**src/rtl/popc_pkg.sv**
```systemverilog
package popc_pkg;

    typedef enum logic [2:0] {
        ST_IDLE = 3'd0,
        ST_LOAD = 3'd1,
        ST_CLR  = 3'd2,
        ST_MASK = 3'd3,
        ST_AND  = 3'd4,
        ST_ACC  = 3'd5,
        ST_SHR  = 3'd6,
        ST_FIN  = 3'd7
    } popc_state_e;

endpackage

```
**src/rtl/popc_ctrl.sv**
```systemverilog
module popc_ctrl
    import popc_pkg::*;
(
    input  logic        clk,
    input  logic        rst,
    input  logic        start,
    input  logic        shr_zero,
    output popc_state_e state
);

    typedef struct packed {
        popc_state_e st;
    } ctrl_regs_t;

    ctrl_regs_t r_q;
    ctrl_regs_t r_d;

    always_comb begin
        r_d = r_q;
        unique case (r_q.st)
            ST_IDLE: if (start) r_d.st = ST_LOAD;
            ST_LOAD: r_d.st = ST_CLR;
            ST_CLR:  r_d.st = ST_MASK;
            ST_MASK: r_d.st = ST_AND;
            ST_AND:  r_d.st = ST_ACC;
            ST_ACC:  r_d.st = ST_SHR;
            ST_SHR:  r_d.st = shr_zero ? ST_FIN : ST_AND;
            ST_FIN:  r_d.st = ST_IDLE;
            default: r_d.st = ST_IDLE;
        endcase
    end

    always_ff @(posedge clk) begin
        if (rst) begin
            r_q.st <= ST_IDLE;
        end else begin
            r_q <= r_d;
        end
    end

    assign state = r_q.st;

    p_idle_hold_r2: assert property (@(posedge clk) disable iff (rst)
        (r_q.st == ST_IDLE && !start) |=> (r_q.st == ST_IDLE));

    p_idle_go_r2: assert property (@(posedge clk) disable iff (rst)
        (r_q.st == ST_IDLE && start) |=> (r_q.st == ST_LOAD));

    p_loop_back_r4: assert property (@(posedge clk) disable iff (rst)
        (r_q.st == ST_SHR && !shr_zero) |=> (r_q.st == ST_AND));

    p_loop_exit_r4: assert property (@(posedge clk) disable iff (rst)
        (r_q.st == ST_SHR && shr_zero) |=> (r_q.st == ST_FIN));

    p_fin_once_r5: assert property (@(posedge clk) disable iff (rst)
        (r_q.st == ST_FIN) |=> (r_q.st == ST_IDLE));

endmodule

```
**src/rtl/popc_dpath.sv**
```systemverilog
module popc_dpath
    import popc_pkg::*;
#(
    parameter int WIDTH = 8,
    localparam int CNT_W = $clog2(WIDTH + 1)
) (
    input  logic               clk,
    input  logic               rst,
    input  popc_state_e        state,
    input  logic [WIDTH-1:0]   din,
    output logic               shr_zero,
    output logic [CNT_W-1:0]   cnt
);

    typedef struct packed {
        logic [WIDTH-1:0] data;
        logic [WIDTH-1:0] mask;
        logic [WIDTH-1:0] temp;
        logic [CNT_W-1:0] cnt;
    } dp_regs_t;

    dp_regs_t r_q;
    dp_regs_t r_d;

    logic [WIDTH-1:0] shifted;

    always_comb begin
        shifted = r_q.data >> 1;
        r_d     = r_q;
        unique case (state)
            ST_LOAD: r_d.data = din;
            ST_CLR:  r_d.cnt  = '0;
            ST_MASK: r_d.mask = WIDTH'(1);
            ST_AND:  r_d.temp = r_q.data & r_q.mask;
            ST_ACC:  r_d.cnt  = r_q.cnt + r_q.temp[CNT_W-1:0];
            ST_SHR:  r_d.data = shifted;
            default: ;
        endcase
    end

    // Status: zero-detect on the value the data register takes leaving the shift state.
    assign shr_zero = (shifted == '0);

    always_ff @(posedge clk) begin
        if (rst) begin
            r_q <= '0;
        end else begin
            r_q <= r_d;
        end
    end

    assign cnt = r_q.cnt;

    p_cnt_bound_r9: assert property (@(posedge clk) disable iff (rst)
        (int'(r_q.cnt) <= WIDTH));

    p_data_steady_r6: assert property (@(posedge clk) disable iff (rst)
        (state != ST_LOAD && state != ST_SHR) |=> $stable(r_q.data));

    p_cnt_grows_r3: assert property (@(posedge clk) disable iff (rst)
        (state == ST_ACC) |=> (r_q.cnt >= $past(r_q.cnt)));

endmodule

```
**src/rtl/popc_engine.sv**
```systemverilog
module popc_engine
    import popc_pkg::*;
#(
    parameter int WIDTH = 8,
    localparam int CNT_W = $clog2(WIDTH + 1)
) (
    input  logic             clk,
    input  logic             rst,
    input  logic             start,
    input  logic [WIDTH-1:0] din,
    output logic             done,
    output logic [CNT_W-1:0] count
);

    popc_state_e      state;
    logic             shr_zero;
    logic [CNT_W-1:0] cnt;

    popc_ctrl u_ctrl (
        .clk      (clk),
        .rst      (rst),
        .start    (start),
        .shr_zero (shr_zero),
        .state    (state)
    );

    popc_dpath #(.WIDTH(WIDTH)) u_dpath (
        .clk      (clk),
        .rst      (rst),
        .state    (state),
        .din      (din),
        .shr_zero (shr_zero),
        .cnt      (cnt)
    );

    assign done  = (state == ST_FIN);
    assign count = done ? cnt : '0;

    p_quiet_out_r8: assert property (@(posedge clk) disable iff (rst)
        !done |-> (count == '0));

    p_done_pulse_r5: assert property (@(posedge clk) disable iff (rst)
        done |=> !done);

endmodule

```
**config.mk**
```make
export PLATFORM = sky130hd
export DESIGN_NAME = popc_engine
export DESIGN_NICKNAME = d
export VERILOG_FILES = /design/src/rtl/popc_pkg.sv /design/src/rtl/popc_ctrl.sv /design/src/rtl/popc_dpath.sv /design/src/rtl/popc_engine.sv
export SDC_FILE = /design/constraint.sdc
export NUM_CORES = 1
export LEC_CHECK = 0
export BUFFER_PORTS_ARGS = -buffer_cell sky130_fd_sc_hd__buf_2
export CORE_MARGIN = 2
export CORE_UTILIZATION = 52
export DETAILED_ROUTE_END_ITERATION = 8
export GPL_ROUTABILITY_DRIVEN = 0
export GPL_TIMING_DRIVEN = 0
export PLACE_DENSITY = 0.75
export RECOVER_POWER = 100
export SKIP_LAST_GASP = 1
export SLEW_MARGIN = 20
export SYNTH_ARGS = -nofsm -noshare
export SYNTH_HDL_FRONTEND = slang
export SYNTH_SLANG_ARGS = --single-unit
```
**constraint.sdc**
```tcl
create_clock -name clk -period 1.7 [get_ports clk]
set_clock_uncertainty 0.15 [all_clocks]
set_input_delay 0.17 -clock clk [delete_from_list [all_inputs] [get_ports clk]]
set_output_delay 0.17 -clock clk [all_outputs]
set_load 0.03 [all_outputs]
```
==> qor.yml, run 1 <==
worst_setup_path:
  endpoint_kind: "flop"
  critPathArrivalTime_ns: 1.69
  rr_endpoint: "u_dpath.r_q[22]"
  path_class: "in2reg"
  slowest_delay_ns: 0.53
  critPathLaunchType: "input port"
  reg2reg_from: "u_ctrl.state[1]"
  cp_max_fo: 10
  crit_required_ns: 1.76
  cp_slowest_cell: "dlygate4sd3_1"
  crit_path_frequent_cell: "clkbuf_1"
  worst-r2r-cell-count: 4
  cp_cell_sequence: "dlygate4sd3_1 -> clkbuf_1 -> inv_1 -> clkbuf_1 -> o21ai_0 -> nor3_1"
  ff2ff_setup_slack_ns: 0.22
finish:
  final_util_pct: 67.9
  diodes: 0
  area_delta_synth_final_pct: 21.1
  final_layout_size_suffix_gt1_share_pct: 30.7
  nets: 128
power_and_ir_drop:
  sw_frac_of_total_pct: 27.6
  finalPower_mw: 0.829
  ir_drop_mv: 0.795
  power.density_nw_per_um2: 801
  power_frac_clock_pct: 25.7
  p_int_mw: 0.600
  pwr-share-comb_pct: 19.7
  p_leak_nw: 0.416
  p_switching_mw: 0.229
  p_seq_share_pct: 54.6
drt:
  vias_per_cell: 6.04
  drc: 0
  ant_nets: 0
  wl_um: 1810
  num_vias: 785
  drt_iter0_markers: 15
  drt-pass1-iter-count: 5
  wl_per_cell_um: 13.9
synth:
  ys_ff_latch: 17
  synth_cell_types: 30
  syn-cell-area_sq_um: 855
  ys_warn_count: 0
  synth_area_per_cell_sq_um: 9.39
  synth_area_leaders: "dfxtp_1, o221a_2, o31a_1, nor3_1, a21oi_1"
  synth_nets: 104
  yosysTopAreaCellShare_pct: 39.8
  syn_inst: 91
  yosys.area.top_type: "dfxtp_1"
  seq_area_frac_synth_pct: 39.8
clocking:
  cts_made_buffers: 3
  htree_levels: 1
  clk-insertion-delay-late_ns: 0.29
  clock_path_buffers: 2
  cts_setup_buffers: 0
  cts_sinks: 17
  root_buffer: "clkbuf_4"
  clk_pin_slew_worst_paths_ns: 0.10
  cts_tree: "built"
floorplanning:
  die_x_um: 44.5
  dieArea_sq_um: 1980
  initial_core_util_pct: 56.1
  core-area_sq_um: 1520
  ios: 16
  rows: 14
  die_h_um: 44.5
placement:
  hpwl_um: 1280
  io_buffers: 15
worst_hold_path:
  hold_class: "in2reg"
  hold_depth: 2
  hp-start: "din[0]"
  min_to: "u_dpath.r_q[20]"
timing:
  worst_pin_slew_ns: 0.465
  rsz0062_at_grt: "no"
  fin_crit_ns: 1.63
  timing.fmax_mhz: 614
  finalHoldViolCount: 0
  finalCritPeriodShare_pct: 95.9
  slew_headroom_pct: 69.0
  tns_ns: 0
  setup_violations: 0
  drv_slew: 0
global_routing:
  grt_first_pass_wirelength_um: 2790
  gr-usage-all-layers_pct: 19.5
  antenna_found_initial: 0
  grt_max_degree: 11
  grt_pass1_vias: 630
  grt_overflow: 0
job:
  cap_violations: 0
status:
  status: "finished clean"
-- layout make-up --
| type | count | area [sq um] |
|---|---|---|
| fillers | 128 | 489 |
| multi-input cells | 63 | 452 |
| flip-flops and latches | 17 | 345 |
| repair buffers | 19 | 124 |
| plain buffers | 7 | 52.6 |
| clock buffers | 4 | 26.3 |
| well taps | 16 | 20.0 |
| inverters | 4 | 15.0 |
-- cell usage in the layout, fill, tap and decap left out, drive strengths merged, types with 2 or more instances in the layout --
cell type and n:
nor2 5, a21oi 6, buf 14, dlygate4sd3 4, dfxtp 17, clkbuf 12
a31oi 2, and2 4, ha 2, o221a 8, o31a 7, inv 4
nor3 8, o21ai 4, nand2 4
-- synth_stat cells --
master	n
o221a_2	8
nor2_1	5
o221ai_1	1
and3_1	1
o31ai_1	1
o31a_1	7
nand2b_4	1
a31oi_1	2
o21ai_4	1
nand4b_1	1
a221oi_1	1
buf_6	1
clkbuf_1	1
o21ai_0	3
dfxtp_1	17
buf_4	2
ha_1	2
and2_1	4
buf_2	3
inv_1	4
or3b_1	1
and2b_1	1
nand2_1	4
o21a_1	1
nand4_1	1
nor3_1	8
xnor2_1	1
or3_1	1
nor4_1	1
a21oi_1	6
-- cells by family (layout without fill, tap and decap cells) --
group | Yosys count | in the layout | share of synthesized area, %
AOI/OAI and AO/OA | 31 | 31 | 30.2
and+or+nand+nor | 29 | 29 | 19.0
DFF | 17 | 17 | 39.8
buffers and inverters | 11 | 34 | 7.03
adders and majority gates | 2 | 2 | 2.93
xor gates and xnor gates | 1 | 1 | 1.03
-- metrics by stage --
stage                     setup slack, ns  hold WS [ns]  instances  instance area (sq um)
after floorplan                     0.101        0.0891         91                    855
after global placement              0.259         0.259        122                    950
after detailed placement            0.217         0.266        122                    950
after CTS                         0.00956      0.000946        127                    995
after global routing              0.00139     0.0000877        130                   1030
final                              0.0703        0.0140        130                   1030
-- critical path: cells and delay by family --
kind | cells | cell delay, ns
AO/OA/AOI/OAI | 1 | 0.18
AND/OR/NAND/NOR | 1 | 0.19
buffers and inverters | 4 | 1.16
-- registers in the layout, summed over array words and instances, names as in the netlist --
signal,flops
u_ctrl.state,3
u_dpath.cnt,4
u_dpath.r_q,10
-- timing repair --
item | 4_1_cts | 5_1_grt
endpoints found under the hold margin | 4 | 3
setup endpoints to repair | 5 | 4
resized for setup | 3 | 8
hold buffers | 1 | 3
-- how the worst max path moves through the flow --
stage | start | end
2_1_floorplan | u_ctrl.state[1] | count[0]
3_3_place_gp | u_ctrl.state[1] | count[1]
3_5_place_dp | u_ctrl.state[1] | count[2]
4_1_cts | u_ctrl.state[1] | count[2]
5_1_grt | u_ctrl.state[0] | count[3]
6_report | rst | u_dpath.cnt[1]
-- metal layers --
layer  vias up  share of wire (%)  GRT usage, %  routed length, um
met3         4                5.8          6.12                104
met5         -                  0             0                  0
met4         0                1.2          7.27                 22
met2        30                 45          30.7                820
li1        394                  -             -                  -
met1       357                 48          24.6                859
-- power groups by stage --
stage	clock, mW	combinational (mW)	sequential (mW)
2_1_floorplan	0	0.119	0.453
3_3_place_gp	0	0.152	0.459
3_5_place_dp	0	0.155	0.460
4_1_cts	0.220	0.159	0.452
5_1_grt	0.241	0.179	0.456
6_report	0.213	0.163	0.453
(Power assumes the default switching activity.)
==> run 2, diff against run 1 <==
--- a/config.mk
+++ b/config.mk
@@ -6,12 +6,14 @@
 export NUM_CORES = 1
 export LEC_CHECK = 0
 export BUFFER_PORTS_ARGS = -buffer_cell sky130_fd_sc_hd__buf_2
+export CELL_PAD_IN_SITES_DETAIL_PLACEMENT = 1
+export CELL_PAD_IN_SITES_GLOBAL_PLACEMENT = 1
 export CORE_MARGIN = 2
-export CORE_UTILIZATION = 52
+export CORE_UTILIZATION = 40
 export DETAILED_ROUTE_END_ITERATION = 8
 export GPL_ROUTABILITY_DRIVEN = 0
 export GPL_TIMING_DRIVEN = 0
-export PLACE_DENSITY = 0.75
+export PLACE_DENSITY_LB_ADDON = 0.1
 export RECOVER_POWER = 100
 export SKIP_LAST_GASP = 1
 export SLEW_MARGIN = 20
==> run 2 against run 1 <==
Effect of this change: power rose by 3.4%; sequential power barely moved; register-to-register slack got worse by 0.05 ns; first-iteration DRC count fell by 33%; critical path depth fell by 2; non-clock buffer count rose by 4; sequential share of layout area fell by 2.1 points; final cell count rose by 12%; combinational power rose by 11%.
==> qor.yml, run 2 (synthesis results as in run 1) <==
status:
  status: "finished clean"
worst_setup_path:
  cp_slowest_cell: "dfxtp_4"
  endpoint_kind: "output pin"
  crit_required_ns: 1.38  # -0.38 ns
  slowest_delay_ns: 0.37  # -0.16 ns
  rr_endpoint: "u_ctrl.state[1]"
  critPathLaunchType: "flop"
  ff2ff_setup_slack_ns: 0.17  # -0.05 ns
  reg2reg_from: "u_ctrl.state[2]"
  worst-r2r-cell-count: 4  # unchanged
  path_class: "reg2out"
  cp_cell_sequence: "buf_6 -> and3_4 -> and2_1 -> buf_4"
  cp_max_fo: 10  # unchanged
  critPathArrivalTime_ns: 1.30  # -0.39 ns
floorplanning:
  ios: 16  # unchanged
  die_h_um: 50.2  # +13%
  initial_core_util_pct: 43.1  # -13 points
  dieArea_sq_um: 2520  # +27%
  die_x_um: 50.2  # +13%
  core-area_sq_um: 1980  # +30%
  rows: 16  # +2
timing:
  timing.fmax_mhz: 617  # +0.62%
  finalHoldViolCount: 0  # unchanged
  finalCritPeriodShare_pct: 95.3  # -0.59 points
  drv_slew: 0  # unchanged
  worst_pin_slew_ns: 0.497  # +0.0321 ns
  tns_ns: 0  # unchanged
  slew_headroom_pct: 66.9  # -2.1 points
  timing.hold.ws_ns: 0.0159  # +0.00186 ns
  setup_violations: 0  # unchanged
  rsz0062_at_grt: "no"
  fin_crit_ns: 1.62  # -0.0100 ns
job:
  cap_violations: 0  # unchanged
finish:
  largest_register_ffs: 10  # unchanged
  final_common_cell: "dfxtp_1"
  final_util_pct: 55.7  # -12 points
  nets: 132  # +3.1%
  final_area_sq_um: 1100  # +6.7%
  final_layout_size_suffix_gt1_share_pct: 30.5  # -0.19 points
  mostFrequentLayoutCells: "dfxtp_1, buf_2, nor3_1, o221a_2, dlygate4sd3_1"
  diodes: 0  # unchanged
  area_delta_synth_final_pct: 29.1
  top_register: "u_dpath.r_q"
global_routing:
  antenna_found_initial: 0  # unchanged
  grt_max_degree: 11  # unchanged
  grt_overflow: 0  # unchanged
  grt_pass1_vias: 783  # +24%
  grt_first_pass_wirelength_um: 3500  # +25%
  gr-usage-all-layers_pct: 18.3  # -1.2 points
placement:
  io_buffers: 15  # unchanged
  dpl_cell_area_sq_um: 963  # +1.4%
  hpwl_um: 1460  # +14%
clocking:
  htree_levels: 1  # unchanged
  clk-insertion-delay-late_ns: 0.30  # about the same
  root_buffer: "clkbuf_4"
  cts_tree: "built"
  clock_path_buffers: 2  # unchanged
  clk_pin_slew_worst_paths_ns: 0.10  # about the same
  cts_made_buffers: 3  # unchanged
  cts_sinks: 17  # unchanged
power_and_ir_drop:
  p_leak_nw: 0.440  # +5.8%
  power.density_nw_per_um2: 776  # -3.0%
  ir_drop_mv: 0.499  # -37%
drt:
  num_vias: 801  # +2.0%
  wl_per_cell_um: 14.8  # +6.5%
  drc: 0  # unchanged
  vias_per_cell: 5.52  # -8.5%
  drt-pass1-iter-count: 4  # -1
  ant_nets: 0  # unchanged
  wl_um: 2150  # +19%
  drt_iter0_markers: 10  # -5
worst_hold_path:
  hp-start: "din[7]"
  min_to: "u_dpath.r_q[27]"
  hold_class: "in2reg"
  hold_depth: 3  # +1
## run 2: what timing repair did
action | in CTS | in global routing
endpoints found under the hold margin | 11 | 0
setup endpoints to repair | 5 | 8
setup buffers | 0 | 1
hold buffers | 8 | 0
resized for setup | 7 | 6
gates cloned | 0 | 0
## run 2: area by class of cell
type	count	area [sq um]
inverter	4	15.0
buffer	6	52.6
timing repair buffer	24	171
tap	27	33.8
multi-input combinational	63	459
sequential	17	345
clock buffer	4	26.3
fill	236	878
## run 2: worst max path at each step
stage / start / endpoint / slack, ns
floorplan: u_ctrl.state[1] / count[0] / 0.10
global placement: u_ctrl.state[1] / count[0] / 0.21
detailed placement: u_ctrl.state[1] / count[2] / 0.21
CTS: u_ctrl.state[1] / count[0] / 0.003
global route: u_ctrl.state[0] / count[3] / 0.009
finish: u_ctrl.state[1] / count[0] / 0.08
## run 2: stage by stage
| step | cells | power [mW] | setup WS, ns |
|---|---|---|---|
| floorplan | 91 | 0.572 | 0.101 |
| global placement | 133 | 0.615 | 0.206 |
| detailed placement | 133 | 0.620 | 0.211 |
| CTS | 145 | 0.862 | 0.00261 |
| global route | 145 | 0.902 | 0.00925 |
| finish | 145 | 0.857 | 0.0803 |
## run 2: critical path: cells and delay by family (launching register included)
family / cells / cell delay, ns
buf+inv: 2 / 0.29
flops: 1 / 0.37
simple gates: 2 / 0.34
## run 2: power by group
part	switching, mW	internal, mW	total (mW)
combinational	0.0896	0.0918	0.181
sequential	0.0244	0.428	0.452
clock	0.132	0.0915	0.223
total	0.246	0.611	0.857
## run 2: per-layer routing
metal	part of all wire [%]	wire length (um)	track usage (%)	vias to the layer above
met4	0.51	11	2.78	0
met5	0	0	0	-
met3	5.3	114	5.65	2
met2	49	1060	31.8	19
li1	-	-	-	396
met1	45	960	22.4	384
